### config.mk
export PLATFORM = sky130hd
export DESIGN_NAME = rxpf_prefetch
export DESIGN_NICKNAME = d
export VERILOG_FILES = /design/src/rtl/rxpf_pkg.sv /design/src/rtl/rxpf_cfg_reg.sv /design/src/rtl/rxpf_thr_conv.sv /design/src/rtl/rxpf_ring_track.sv /design/src/rtl/rxpf_stock.sv /design/src/rtl/rxpf_fetch_ctrl.sv /design/src/rtl/rxpf_prefetch.sv
export SDC_FILE = /design/constraint.sdc
export NUM_CORES = 1
export LEC_CHECK = 0
export BUFFER_PORTS_ARGS = -buffer_cell sky130_fd_sc_hd__buf_2
export CELL_PAD_IN_SITES_DETAIL_PLACEMENT = 0
export CELL_PAD_IN_SITES_GLOBAL_PLACEMENT = 2
export CORE_MARGIN = 2
export CORE_UTILIZATION = 31
export DETAILED_ROUTE_END_ITERATION = 8
export GPL_TIMING_DRIVEN = 0
export PLACE_DENSITY = 0.82
export SYNTH_ARGS = -nofsm -noshare
export SYNTH_HDL_FRONTEND = slang
export SYNTH_SLANG_ARGS = --single-unit
### constraint.sdc
create_clock -name clk -period 5.7 [get_ports clk]
set_clock_uncertainty 0.15 [all_clocks]
set_input_delay 0 -clock clk [delete_from_list [all_inputs] [get_ports clk]]
set_output_delay 0 -clock clk [all_outputs]
set_load 0.005 [all_outputs]
### src/rtl/rxpf_pkg.sv
package rxpf_pkg;

    localparam int DESC_BYTES = 16;
    localparam int BURST_CAP  = 31;
    localparam int THR_CAP    = 31;
    localparam int THR_W      = 6;
    localparam int LEN_W      = 5;

    typedef struct packed {
        logic             unit_desc;
        logic [THR_W-1:0] wb_thr;
        logic [THR_W-1:0] host_thr;
        logic [THR_W-1:0] low_thr;
    } rxpf_cfg_t;

    typedef enum logic [1:0] {
        PF_IDLE = 2'd0,
        PF_REQ  = 2'd1,
        PF_WAIT = 2'd2
    } pf_state_e;

    function automatic rxpf_cfg_t word_to_cfg(input logic [31:0] w);
        rxpf_cfg_t c;
        c.low_thr   = w[5:0];
        c.host_thr  = w[13:8];
        c.wb_thr    = w[21:16];
        c.unit_desc = w[24];
        return c;
    endfunction

    function automatic logic [31:0] cfg_to_word(input rxpf_cfg_t c);
        logic [31:0] w;
        w        = '0;
        w[5:0]   = c.low_thr;
        w[13:8]  = c.host_thr;
        w[21:16] = c.wb_thr;
        w[24]    = c.unit_desc;
        return w;
    endfunction

    function automatic logic [3:0] desc_per_line(input logic [7:0] lb);
        return (lb < 8'(DESC_BYTES)) ? 4'd1 : lb[7:4];
    endfunction

    function automatic logic [THR_W-1:0] thr_in_desc(input logic [THR_W-1:0] f,
                                                     input logic unit_desc,
                                                     input logic [3:0] dpl);
        logic [9:0] prod;
        prod = {4'b0, f} * {6'b0, dpl};
        if (unit_desc)
            return f;
        return (prod > 10'(THR_CAP)) ? THR_W'(THR_CAP) : prod[THR_W-1:0];
    endfunction

endpackage

### src/rtl/rxpf_cfg_reg.sv
module rxpf_cfg_reg
    import rxpf_pkg::*;
(
    input  logic        clk,
    input  logic        rst,
    input  logic        we,
    input  logic [31:0] wdata,
    output rxpf_cfg_t   cfg,
    output logic [31:0] rdata
);
    rxpf_cfg_t cfg_q;

    always_ff @(posedge clk) begin
        if (rst)
            cfg_q <= '0;
        else if (we)
            cfg_q <= word_to_cfg(wdata);
    end

    assign cfg   = cfg_q;
    assign rdata = cfg_to_word(cfg_q);
endmodule

### src/rtl/rxpf_thr_conv.sv
module rxpf_thr_conv
    import rxpf_pkg::*;
(
    input  logic [THR_W-1:0] field,
    input  logic             unit_desc,
    input  logic [7:0]       line_bytes,
    output logic [THR_W-1:0] thr_desc
);
    logic [3:0] dpl;

    assign dpl      = desc_per_line(line_bytes);
    assign thr_desc = thr_in_desc(field, unit_desc, dpl);
endmodule

### src/rtl/rxpf_ring_track.sv
module rxpf_ring_track
    import rxpf_pkg::*;
#(
    parameter int RING_AW = 8
) (
    input  logic               clk,
    input  logic               rst,
    input  logic [RING_AW-1:0] tail,
    input  logic               adv,
    input  logic [LEN_W-1:0]   adv_len,
    output logic [RING_AW-1:0] fptr,
    output logic [RING_AW-1:0] host_cnt
);
    logic [RING_AW-1:0] fptr_q;

    always_ff @(posedge clk) begin
        if (rst)
            fptr_q <= '0;
        else if (adv)
            fptr_q <= fptr_q + RING_AW'(adv_len);
    end

    assign fptr     = fptr_q;
    assign host_cnt = tail - fptr_q;
endmodule

### src/rtl/rxpf_stock.sv
module rxpf_stock
    import rxpf_pkg::*;
#(
    parameter int CNT_W = 7
) (
    input  logic             clk,
    input  logic             rst,
    input  logic             add_en,
    input  logic [LEN_W-1:0] add_len,
    input  logic             consume,
    output logic [CNT_W-1:0] count
);
    logic [CNT_W-1:0] cnt_q;
    logic [CNT_W:0]   sum;

    always_comb begin
        sum = {1'b0, cnt_q} + (CNT_W+1)'(add_en ? add_len : '0);
        if (consume && (sum != '0))
            sum = sum - 1'b1;
    end

    always_ff @(posedge clk) begin
        if (rst)
            cnt_q <= '0;
        else
            cnt_q <= sum[CNT_W-1:0];
    end

    assign count = cnt_q;
endmodule

### src/rtl/rxpf_fetch_ctrl.sv
module rxpf_fetch_ctrl
    import rxpf_pkg::*;
#(
    parameter int RING_AW     = 8,
    parameter int CACHE_DEPTH = 64,
    parameter int CNT_W       = 7
) (
    input  logic               clk,
    input  logic               rst,
    input  logic [CNT_W-1:0]   onchip,
    input  logic [RING_AW-1:0] host,
    input  logic [THR_W-1:0]   low_thr_d,
    input  logic [THR_W-1:0]   host_thr_d,
    input  logic               hipri,
    input  logic               ack,
    input  logic               done,
    output logic               req,
    output logic [LEN_W-1:0]   len,
    output logic               adv,
    output logic               add_en
);
    pf_state_e        st_q;
    logic [LEN_W-1:0] len_q;
    int               free_i;
    int               cand_i;
    logic             go;

    always_comb begin
        free_i = CACHE_DEPTH - int'(onchip);
        cand_i = BURST_CAP;
        if (free_i < cand_i)
            cand_i = free_i;
        if (int'(host) < cand_i)
            cand_i = int'(host);
        go = (st_q == PF_IDLE) && !hipri && (cand_i > 0) &&
             (int'(onchip) < int'(low_thr_d)) &&
             (int'(host) >= int'(host_thr_d));
    end

    always_ff @(posedge clk) begin
        if (rst) begin
            st_q  <= PF_IDLE;
            len_q <= '0;
        end else begin
            unique case (st_q)
                PF_IDLE: if (go) begin
                    st_q  <= PF_REQ;
                    len_q <= LEN_W'(cand_i);
                end
                PF_REQ:  if (ack)  st_q <= PF_WAIT;
                PF_WAIT: if (done) st_q <= PF_IDLE;
                default: st_q <= PF_IDLE;
            endcase
        end
    end

    assign req    = (st_q == PF_REQ);
    assign len    = len_q;
    assign adv    = (st_q == PF_REQ) && ack;
    assign add_en = (st_q == PF_WAIT) && done;
endmodule

### src/rtl/rxpf_prefetch.sv
module rxpf_prefetch
    import rxpf_pkg::*;
#(
    parameter int RING_AW     = 8,
    parameter int CACHE_DEPTH = 64
) (
    input  logic                               clk,
    input  logic                               rst,
    input  logic                               cfg_we,
    input  logic [31:0]                        cfg_wdata,
    output logic [31:0]                        cfg_rdata,
    input  logic [7:0]                         line_bytes,
    input  logic [RING_AW-1:0]                 tail_idx,
    input  logic                               hipri_pend,
    input  logic                               consume,
    output logic                               fetch_req,
    output logic [4:0]                         fetch_len,
    output logic [RING_AW-1:0]                 fetch_idx,
    input  logic                               fetch_ack,
    input  logic                               fetch_done,
    output logic [RING_AW-1:0]                 host_cnt,
    output logic [$clog2(CACHE_DEPTH+1)-1:0]   onchip_cnt,
    output logic [5:0]                         wb_thresh
);
    localparam int CNT_W = $clog2(CACHE_DEPTH + 1);
    localparam int N_THR = 2;

    rxpf_cfg_t        cfg;
    logic [THR_W-1:0] thr_field [N_THR];
    logic [THR_W-1:0] thr_desc  [N_THR];
    logic             adv;
    logic             add_en;

    rxpf_cfg_reg u_cfg (
        .clk   (clk),
        .rst   (rst),
        .we    (cfg_we),
        .wdata (cfg_wdata),
        .cfg   (cfg),
        .rdata (cfg_rdata)
    );

    assign thr_field[0] = cfg.low_thr;
    assign thr_field[1] = cfg.host_thr;

    for (genvar g = 0; g < N_THR; g++) begin : g_conv
        rxpf_thr_conv u_conv (
            .field      (thr_field[g]),
            .unit_desc  (cfg.unit_desc),
            .line_bytes (line_bytes),
            .thr_desc   (thr_desc[g])
        );
    end

    rxpf_ring_track #(.RING_AW(RING_AW)) u_ring (
        .clk      (clk),
        .rst      (rst),
        .tail     (tail_idx),
        .adv      (adv),
        .adv_len  (fetch_len),
        .fptr     (fetch_idx),
        .host_cnt (host_cnt)
    );

    rxpf_stock #(.CNT_W(CNT_W)) u_stock (
        .clk     (clk),
        .rst     (rst),
        .add_en  (add_en),
        .add_len (fetch_len),
        .consume (consume),
        .count   (onchip_cnt)
    );

    rxpf_fetch_ctrl #(
        .RING_AW     (RING_AW),
        .CACHE_DEPTH (CACHE_DEPTH),
        .CNT_W       (CNT_W)
    ) u_ctrl (
        .clk        (clk),
        .rst        (rst),
        .onchip     (onchip_cnt),
        .host       (host_cnt),
        .low_thr_d  (thr_desc[0]),
        .host_thr_d (thr_desc[1]),
        .hipri      (hipri_pend),
        .ack        (fetch_ack),
        .done       (fetch_done),
        .req        (fetch_req),
        .len        (fetch_len),
        .adv        (adv),
        .add_en     (add_en)
    );

    assign wb_thresh = cfg.wb_thr;
endmodule

After elaboration in Yosys (flattened, before gate mapping)
Index checks and enable logic that the tools add are counted.
{"block": "totals", "regBits": 41, "in_bits": 55, "output_inout_bits": 67}
{"block": "op_classes", "addsub": 5, "multipliers": 2, "order_cmp": 8, "eq_ne": 5, "mux": 16, "n_reduce_logical": 12}
{"op": "32-bit two-way mux", "count": 2}
{"op": "6-bit two-way mux", "count": 6}
{"op": "32-bit by 1-bit greater-than comparator with 1-bit output (second input constant)", "count": 1}
{"op": "32-bit by 6-bit less-than comparator with 1-bit output (second input constant)", "count": 1}
{"op": "9-bit by 32-bit less-than comparator with 1-bit output", "count": 1}
{"op": "10-bit by 5-bit greater-than comparator with 1-bit output (second input constant)", "count": 2}
{"op": "6-bit by 4-bit multiplier with 10-bit output", "count": 2}
{"op": "7-bit by 5-bit adder with 8-bit output", "count": 1}
{"op": "8-bit by 5-bit adder with 8-bit output", "count": 1}
{"op": "8-bit by 6-bit >= comparator with 1-bit output", "count": 1}
{"op": "8-bit by 5-bit less-than comparator with 1-bit output (second input constant)", "count": 1}
{"op": "8-bit nonzero test", "count": 1}
{"op": "7-bit by 7-bit subtractor with 8-bit output (first input constant)", "count": 1}
{"op": "8-bit subtractor", "count": 1}
{"op": "1-bit logical AND", "count": 7}
{"op": "7-bit by 6-bit less-than comparator with 1-bit output", "count": 1}
{"op": "7-bit two-way mux", "count": 1}
{"op": "7-bit by 1-bit subtractor with 7-bit output (second input constant)", "count": 1}
{"op": "2-bit two-way mux", "count": 3}
{"op": "2-bit case mux with 3 select lines", "count": 1}
{"op": "5-bit two-way mux", "count": 1}
{"op": "4-bit two-way mux", "count": 1}
{"op": "2-bit by 1-bit != test with 1-bit output (second input constant)", "count": 2}
{"op": "3-bit AND reduction", "count": 1}
{"op": "other kinds (7)", "count": 7}

Depth between registers and ports, before layout
Gate-level depths: netlist of run 1.
{"block": "logic_depth", "word_depth": 11, "depth_mapped": 24, "depth_no_buf": 23}

Hierarchy
A second synthesis of run 1 with hierarchy kept.
{"block": "unflattened", "cells_unflattened": 604, "hier_area_um2": 5026.1}
{"module": "rxpf_fetch_ctrl", "n_inst": 1, "cells_each": 148, "area_per_inst_um2": 1142.3, "seq_area_each_um2": 140.1}
{"module": "rxpf_cfg_reg", "n_inst": 1, "cells_each": 94, "area_per_inst_um2": 927.1, "seq_area_each_um2": 380.4}
{"module": "rxpf_ring_track", "n_inst": 1, "cells_each": 98, "area_per_inst_um2": 825.8, "seq_area_each_um2": 160.2}
{"module": "rxpf_thr_conv (g_conv[1].u_conv)", "n_inst": 1, "cells_each": 97, "area_per_inst_um2": 768.2, "seq_area_each_um2": 0.0}
{"module": "rxpf_thr_conv (g_conv[0].u_conv)", "n_inst": 1, "cells_each": 91, "area_per_inst_um2": 728.2, "seq_area_each_um2": 0.0}
{"module": "rxpf_stock", "n_inst": 1, "cells_each": 76, "area_per_inst_um2": 634.4, "seq_area_each_um2": 140.1}

Least setup slack after synthesis of run 1
OpenSTA, ideal clock, no wires.
{"block": "synth_timing", "path_type": "register to register", "startpoint": "register u_cfg.cfg_q (netlist bit u_cfg.cfg[6])", "endpoint": "register u_ctrl.st_q[0]", "arrival_ns": 5.059, "required_ns": 5.435, "path_slack_ns": 0.376, "stages_incl_launch_ff": 22, "n_path_buf": 0, "synth_period_minus_slack_ns": 5.324, "cell_sequence": "dfxtp_1 nand2_1 fa_1 inv_1 fa_1 fa_1 a21oi_1 o21bai_1 a21o_1 a21oi_1 xnor2_1 or4_1 or3_1 o21ai_0 ha_1 a21o_1 a21o_1 a21oi_1 o21ai_0 o31ai_2 a21oi_1 o21ba_1"}
{"block": "synth_between", "elab_chain_len": 8, "elab_cells_between_ends": 9, "classes_between": "1 x mul; 2 x order compare; 1 x eq/ne; 3 x mux; 2 x reduce/logical"}
{"element": "start: declaration", "line": "rxpf_cfg_reg.sv:11", "rtl": "rxpf_cfg_t cfg_q;"}
{"element": "start signal: assignment", "line": "rxpf_cfg_reg.sv:17", "rtl": "cfg_q <= word_to_cfg(wdata);"}
{"element": "6-bit by 4-bit multiplier with 10-bit output", "line": "rxpf_pkg.sv:49", "rtl": "prod = {4'b0, f} * {6'b0, dpl};"}
{"element": "10-bit by 5-bit greater-than comparator with 1-bit output", "line": "rxpf_pkg.sv:52", "rtl": "return (prod > 10'(THR_CAP)) ? THR_W'(THR_CAP) : prod[THR_W-1:0];"}
{"element": "6-bit two-way mux", "line": "rxpf_pkg.sv:52"}
{"element": "6-bit two-way mux (*)", "line": "rxpf_pkg.sv:52"}
{"element": "8-bit by 6-bit >= comparator with 1-bit output (*)", "line": "rxpf_fetch_ctrl.sv:37", "rtl": "(int'(host) >= int'(host_thr_d));"}
{"element": "1-bit logical AND (*)", "line": "rxpf_fetch_ctrl.sv:36", "rtl": "(int'(onchip) < int'(low_thr_d)) &&"}
{"element": "2-bit by 1-bit != test with 1-bit output (no source line) (*)"}
{"element": "3-bit AND reduction (no source line) (*)"}
{"element": "end signal: assignment", "line": "rxpf_fetch_ctrl.sv:42", "rtl": "st_q <= PF_IDLE;"}
{"element": "end signal: assignment", "line": "rxpf_fetch_ctrl.sv:47", "rtl": "st_q <= PF_REQ;"}
{"element": "end signal: assignment", "line": "rxpf_fetch_ctrl.sv:50", "rtl": "PF_REQ: if (ack) st_q <= PF_WAIT;"}
{"element": "end: declaration", "line": "rxpf_fetch_ctrl.sv:22", "rtl": "pf_state_e st_q;"}
Every way passes the cells marked *; elsewhere a longest branch is shown, timed or not. The select of a mux whose other input is x is not followed.
A chain may end at the register's enable or synchronous reset.

Worst setup path after layout of run 1
{"block": "layout_timing", "startpoint": "register u_cfg.cfg_q (netlist bit u_cfg.cfg[6])", "endpoint": "register u_ctrl.len_q[1] (netlist: u_ctrl.len[1])"}
{"block": "layout_between", "elab_chain_len": 7, "elab_cells_between_ends": 8, "classes_between": "1 x mul; 2 x order compare; 3 x mux; 2 x reduce/logical"}
{"element": "6-bit by 4-bit multiplier with 10-bit output", "line": "rxpf_pkg.sv:49"}
{"element": "10-bit by 5-bit greater-than comparator with 1-bit output", "line": "rxpf_pkg.sv:52"}
{"element": "6-bit two-way mux", "line": "rxpf_pkg.sv:52"}
{"element": "6-bit two-way mux (*)", "line": "rxpf_pkg.sv:52"}
{"element": "8-bit by 6-bit >= comparator with 1-bit output (*)", "line": "rxpf_fetch_ctrl.sv:37"}
{"element": "1-bit logical AND (*)", "line": "rxpf_fetch_ctrl.sv:36"}
{"element": "2-bit AND reduction (no source line) (*)"}
{"element": "end signal: assignment", "line": "rxpf_fetch_ctrl.sv:48", "rtl": "len_q <= LEN_W'(cand_i);"}
{"element": "end: declaration", "line": "rxpf_fetch_ctrl.sv:23", "rtl": "logic [LEN_W-1:0] len_q;"}
Marked as above.

==> results of run 1 <==
[power breakdown]
group	internal [W]	leakage [nW]	total, W	switching [W]
Sequential	0.000333	0.340	0.000417	0.0000834
Combinational	0.000402	2.52	0.000911	0.000508
Clock	0.000219	0.0831	0.000345	0.000126
Total	0.000955	2.94	0.00167	0.000718
[area by class of cell]
cell class                 count  share of cell area
buffer                        37              0.0365
clock buffer                   6              0.0236
clock inverter                 2             0.00637
inverter                      42              0.0267
multi-input combinational    466               0.612
sequential                    41               0.141
tap                          184              0.0391
timing repair buffer         112               0.114
[Yosys cell counts (all sizes together), types with 2 or more instances]
master	instances	area [um^2]
ha	67	838
nor2	48	180
a21oi	43	219
inv	42	158
dfxtp	41	821
nand2	38	143
and2	35	219
mux2i	24	240
buf	22	159
fa	19	380
o21ai	19	95.1
nand3	17	85.1
xnor2	17	149
clkbuf	15	56.3
nor2b	12	75.1
a21o	11	82.6
xor2	11	96.3
nor3	10	50.1
nand2b	9	56.3
or3	8	55.1
a211oi	7	57.6
o31ai	7	67.6
o21a	6	45.0
o22ai	5	31.3
or4	5	37.5
o21bai	4	30.0
a311oi	2	23.8
and3	2	12.5
nand4	2	12.5
nor4	2	12.5
nor4bb	2	20.0
o2bb2ai	2	17.5
or2	2	12.5
or3b	2	17.5
[kinds of logic (layout without fill, tap and decap cells)]
| family | count (synthesis) | after routing | share of synthesized area |
|---|---|---|---|
| fa+ha+maj | 86 | 86 | 0.260 |
| mux | 25 | 25 | 0.0536 |
| compound gates | 114 | 114 | 0.158 |
| buf+inv | 79 | 199 | 0.0795 |
| flops | 41 | 41 | 0.175 |
| other cells | 1 | 13 | 0.000799 |
| xor+xnor | 28 | 28 | 0.0523 |
| simple gates | 200 | 200 | 0.221 |
[sequential cells by signal (all words and copies together), names as in the netlist]
name and cells:
u_stock.count 7, u_cfg.cfg 19, u_ctrl.len 5, u_ctrl.st_q 2
u_ring.fptr 8
[through the flow]
stage                     instance area, um^2  TNS [ps]  setup slack (ps)  power [W]  cells
final                                    5890         0               267    0.00167    890
after floorplan                          4740         0               376    0.00104    586
after global routing                     5890         0              9.66    0.00183    890
after global placement                   5410      -987              -248    0.00127    859
after detailed placement                 5410     -1410              -284    0.00130    859
after CTS                                5840         0              30.8    0.00168    890
[worst paths after layout]
path | cells past startpoint | slack [ps] | endpoint | start
setup / recovery | 22 | 270 | u_ctrl.len[1] | u_cfg.cfg[6]
hold / removal | 3 | 60 | u_stock.count[5] | rst
setup reg to reg | 22 | 270 | u_ctrl.len[1] | u_cfg.cfg[6]
hold reg to reg | 2 | 350 | u_ring.fptr[0] | u_ring.fptr[0]
[worst max-delay path: cells and delay by family (launching register included)]
kind	cells	cell delay, ps
buffers and inverters	2	240
AND/OR/NAND/NOR	3	960
AO/OA/AOI/OAI	12	1800
flip-flops	1	380
XOR/XNOR	1	90
adder cells (fa/ha/maj)	4	1730
[what timing repair did]
action                     CTS  global route
gates resized for setup      7            15
hold endpoints to repair    25             0
setup endpoints to repair    6             6
hold buffers                22             0
buffers inserted             1             0
pin swaps                    1             2
cloned                       0             0
[placed cells by master (no fill, tap or decap), types with 4 or more instances in the layout]
master / n
a21o_1: 11
mux2i_1: 24
fa_1: 18
o21bai_1: 4
nand3_1: 17
dfxtp_1: 33
or3_1: 7
inv_1: 42
clkbuf_1: 15
o22ai_1: 5
dfxtp_2: 7
nand2_1: 37
buf_2: 90
buf_4: 21
o21a_1: 6
and2_1: 35
xnor2_1: 17
o21ai_0: 17
or4_1: 4
nand2b_1: 9
a21oi_2: 4
a211oi_1: 6
nor2b_1: 12
ha_1: 66
conb_1: 13
o31ai_1: 4
xor2_1: 11
dlygate4sd3_1: 22
nor3_1: 10
clkbuf_16: 5
nor2_1: 48
a21oi_1: 39
[per-layer routing]
layer  vias to the layer above  share of wire  wire length [um]
met1                      2033           0.47              6020
li1                       2219              -                 -
met3                         9          0.042               530
met5                         -              0                 0
met4                         0         0.0095               121
met2                        83           0.47              6020
==> results.sh, run 1 <==
export IMPL_max_cap_violations=0
export IMPL_dp_hpwl_um=10200
export IMPL_cp_max_fo=6
export IMPL_track_usage=0.158
export IMPL_finalNetCount=846
export IMPL_crit_chain="nand2_1, fa_1, inv_1, fa_1, fa_2, a21oi_2, o21bai_1, a21o_1, a21oi_1, xnor2_1, or4_4, or3_1, o21ai_0, ha_1, a21o_1, a21o_1, a21oi_1, o21ai_1, o31ai_4, buf_4, a21oi_1, o31ai_2"
export IMPL_ys_seq_area_frac=0.175
export IMPL_end_kind="flop"
export IMPL_grt_busiest_layer="met2"
export IMPL_clkLatencyLatePin_ps=300
export IMPL_grt_max_degree=14
export IMPL_wl_um=12700
export IMPL_vias=4344
export IMPL_path_clk_slew_ps=70
export IMPL_syn_area_um2=4690
export IMPL_p_leak_nw=2.94
export IMPL_antenna_cells=0
export IMPL_critical_path_class="flop to flop"
export IMPL_core_um2=14600
export IMPL_synth_edff_count=0
export IMPL_rsz0062_at_grt="no"
export IMPL_syn_instance_count=574
export IMPL_fin_util=0.403
export IMPL_setup_viol=0
export IMPL_drv_slew=0
export IMPL_finalCritPeriodShare=0.953
export IMPL_worstPathArrival_ps=5500
export IMPL_multiInputGateArea_um2=3610
export IMPL_cts_root_buf="clkbuf_16"
export IMPL_cts_buffer_depth=2
export IMPL_hp_class="input port to flop"
export IMPL_ys_ff_latch=41
export IMPL_max_stage_delay_ps=550
export IMPL_cts_buffers=5
export IMPL_whs_ps=63.4
export IMPL_initial_core_util=0.320
export IMPL_register_area_um2=833
export IMPL_syn_area_per_cell_um2=8.17
export IMPL_use_met3=0.0339
export IMPL_overflow=0
export IMPL_dr_pass1_iters=6
export IMPL_vdd_ir_drop_max_mv=0.178
export IMPL_async_flop_share=0
export IMPL_power_density_nw_per_um2=284
export IMPL_io_buffer_count=89
export IMPL_crit_path_start_kind="flop"
export IMPL_gp_congestion=0.840
export IMPL_dieArea_um2=16100
export IMPL_antenna_left=0
export IMPL_cts_tree="built"
export IMPL_grt_pass1_vias=4228
export IMPL_grt_antenna_before_repair=0
export IMPL_critPathRequiredTime_ps=5770
export IMPL_max_freq_ghz=0.184
export IMPL_worst_pin_slew_ps=749
export IMPL_wl_per_cell_um=14.3
export IMPL_status="complete, no violations"
export IMPL_synthFlopType="dfxtp_1"
export IMPL_grt_pass1_wl_um=20800
export IMPL_die_x_um=127
export IMPL_layout_drive_gt1_share=0.205
export IMPL_slew_headroom=0.501
export IMPL_crit_path_top_delay_cell="fa_1"
export IMPL_syn_to_final_growth_pct=25.7
export IMPL_yosys_cell_types_count=60
export IMPL_io_pins=122
export IMPL_fin_crit_ps=5430
export IMPL_use_met1=0.207
export IMPL_dr_first_iter_drc_count=169
export IMPL_die_y_um=127
export IMPL_fillers=1543
export IMPL_grtUsageMet2=0.269
export IMPL_rows=44
export IMPL_cts_sinks=41
export IMPL_hold_viol=0
export IMPL_vias_per_cell=4.88
export IMPL_yosysWarnings=0
export IMPL_htree_levels=2
export IMPL_drcViolationCount=0
Note: power is estimated with default switching activity, not from simulation.
==> inputs of run 2 (changes only) <==
--- a/config.mk
+++ b/config.mk
@@ -6,13 +6,13 @@
 export NUM_CORES = 1
 export LEC_CHECK = 0
 export BUFFER_PORTS_ARGS = -buffer_cell sky130_fd_sc_hd__buf_2
-export CELL_PAD_IN_SITES_DETAIL_PLACEMENT = 0
-export CELL_PAD_IN_SITES_GLOBAL_PLACEMENT = 2
+export CELL_PAD_IN_SITES_DETAIL_PLACEMENT = 1
+export CELL_PAD_IN_SITES_GLOBAL_PLACEMENT = 1
 export CORE_MARGIN = 2
-export CORE_UTILIZATION = 31
+export CORE_UTILIZATION = 40
 export DETAILED_ROUTE_END_ITERATION = 8
 export GPL_TIMING_DRIVEN = 0
-export PLACE_DENSITY = 0.82
+export PLACE_DENSITY = 0.83
 export SYNTH_ARGS = -nofsm -noshare
 export SYNTH_HDL_FRONTEND = slang
 export SYNTH_SLANG_ARGS = --single-unit
==> constraint.sdc (replaced) <==
create_clock -name clk -period 5.7 [get_ports clk]
set_clock_uncertainty 0.15 [all_clocks]
set_input_delay 0 -clock clk [delete_from_list [all_inputs] [get_ports clk]]
set_output_delay 0 -clock clk [all_outputs]
set_load 0.01 [all_outputs]
==> run 2 against run 1 <==
Net effect: critical path depth is the same; register-to-register slack worse by 120 ps; via count grew 5.5%; die area fell by 22%; highest routed layer unchanged.
==> results.sh, run 2 (synthesized netlist as in run 1, its figures left out) <==
export IMPL_max_freq_ghz=0.180
export IMPL_drv_slew=0
export IMPL_path_clk_slew_ps=60
export IMPL_cts_sinks=41
export IMPL_max_stage_delay_ps=560
export IMPL_cp_max_fo=7
export IMPL_layout_setup_ws_ps=148
export IMPL_io_pins=122
export IMPL_die_x_um=112
export IMPL_dp_hpwl_um=11200
export IMPL_critical_path_class="flop to flop"
export IMPL_crit_family="compound AO/OA/AOI/OAI gates"
export IMPL_critPathRequiredTime_ps=5750
export IMPL_initial_core_util=0.411
export IMPL_syn_to_final_growth_pct=25.3
export IMPL_core_um2=11400
export IMPL_dr_first_iter_drc_count=118
export IMPL_wl_um=14600
export IMPL_fillers=1436
export IMPL_place_ws_ps=-290
export IMPL_die_y_um=112
export IMPL_gp_congestion=0.911
export IMPL_status="complete, no violations"
export IMPL_setup_viol=0
export IMPL_hp_class="input port to flop"
export IMPL_cts_root_buf="clkbuf_16"
export IMPL_antenna_cells=0
export IMPL_setup_tns_ps=0
export IMPL_slew_headroom=0.417
export IMPL_dieArea_um2=12600
export IMPL_largest_reg_flops=19
export IMPL_finalNetCount=847
export IMPL_grt_antenna_before_repair=0
export IMPL_htree_levels=2
export IMPL_track_usage=0.236
export IMPL_cts_buffers=5
export IMPL_finalPower_w=0.00174
export IMPL_antenna_left=0
export IMPL_hold_viol=0
export IMPL_crit_path_start_kind="flop"
export IMPL_grt_max_degree=14
export IMPL_max_cap_violations=0
export IMPL_final_common_cell="buf_2"
export IMPL_io_buffer_count=89
export IMPL_crit_buf_inv=2
export IMPL_finalCritPeriodShare=0.974
export IMPL_crit_chain="and2_1, fa_1, inv_1, fa_1, inv_1, ha_4, a21oi_2, o21bai_1, a21o_1, a21oi_1, xnor2_1, or4_4, or3_1, o21ai_0, ha_1, a21o_1, a21o_1, a21oi_1, o21ai_0, o31ai_4, a21oi_1, o21ba_1"
export IMPL_vias_per_cell=5.39
export IMPL_rows=39
export IMPL_vias=4585
export IMPL_grt_pass1_vias=5029
export IMPL_drcViolationCount=0
export IMPL_fin_crit_ps=5550
export IMPL_dp_cells=818
export IMPL_cts_buffer_depth=2
export IMPL_overflow=0
export IMPL_cts_tree="built"
export IMPL_vdd_ir_drop_max_mv=0.197
export IMPL_clkLatencyLatePin_ps=300
export IMPL_layout_drive_gt1_share=0.214
export IMPL_worst_pin_slew_ps=874
export IMPL_p_leak_nw=2.95
export IMPL_power_density_nw_per_um2=295
export IMPL_layout_common_cells="buf_2 (90), ha_1 (66), nor2_1 (48)"
export IMPL_fin_util=0.515
export IMPL_worstPathArrival_ps=5600
export IMPL_dr_pass1_iters=4
export IMPL_crit_path_top_delay_cell="fa_1"
export IMPL_grt_pass1_wl_um=24200
export IMPL_wl_per_cell_um=17.2
export IMPL_end_kind="flop"
export IMPL_fin_cells=850
## run 2: cell count changes in the layout (fill, tap and decap cells not counted)
cell | previous run | this run
fa_1 | 18 | 17
dfxtp_4 | 1 | 3
o22ai_1 | 5 | 2
o21ai_0 | 17 | 18
o21ai_1 | 2 | 1
fa_2 | 1 | 2
dfxtp_2 | 7 | 6
buf_4 | 21 | 22
o22ai_2 | 0 | 3
dfxtp_1 | 33 | 32
## run 2: stage by stage
stage | hold slack (ps) | area, um^2
final | 95.8 | 5880
after global routing | 141 | 5880
after CTS | 88.2 | 5790
after detailed placement | 93.6 | 5360
after global placement | 84.4 | 5360
after floorplan | -40.3 | 4740
## run 2: worst paths after layout
kind | from | to | slack [ps] | cells after the start
worst max-delay path | u_cfg.cfg[7] | u_ctrl.st_q[0] | 150 | 22
worst min-delay path | rst | u_stock.count[5] | 100 | 3
worst max register to register | u_cfg.cfg[7] | u_ctrl.st_q[0] | 150 | 22
worst min register to register | u_ring.fptr[0] | u_ring.fptr[0] | 370 | 2
## run 2: where the power goes
part	internal [W]	total, W	switching (W)
combinational	0.000410	0.000969	0.000559
clock	0.000219	0.000351	0.000132
sequential	0.000333	0.000415	0.0000824
## run 2: worst register-to-register path, cell delays in order, from the launching register on
cell      delay (ps)
dfxtp_4          370
and2_1           160
fa_1             530
inv_1             60
fa_1             560
inv_1             80
ha_4             260
a21oi_2          140
o21bai_1         110
a21o_1           190
a21oi_1          180
xnor2_1          100
or4_4            560
or3_1            330
o21ai_0          100
ha_1             260
a21o_1           150
a21o_1           170
a21oi_1          130
o21ai_0          150
o31ai_4          350
a21oi_1          160
o21ba_1          210
## run 2: what timing repair did
item | 4_1_cts | 5_1_grt
setup buffers | 1 | 1
resized for setup | 9 | 19
hold endpoints to repair | 25 | 0
setup endpoints to repair | 6 | 6
pin swaps | 1 | 3
hold buffers | 22 | 0
gates cloned | 0 | 0
## run 2: area by class of cell
class | instances | area, um^2 | area share
buffer | 37 | 215 | 0.0366
clock buffer | 6 | 139 | 0.0236
clock inverter | 2 | 37.5 | 0.00639
inverter | 42 | 158 | 0.0268
multi-input combinational | 466 | 3630 | 0.617
sequential | 41 | 840 | 0.143
tap | 143 | 179 | 0.0304
timing repair buffer | 113 | 681 | 0.116
## run 2: layer usage
layer  routed length [um]  track usage  share of wire
met1                 6080        0.270           0.42
met3                  588       0.0497          0.040
met5                    0            0              0
met4                  317       0.0715          0.022
met2                 7630        0.441           0.52
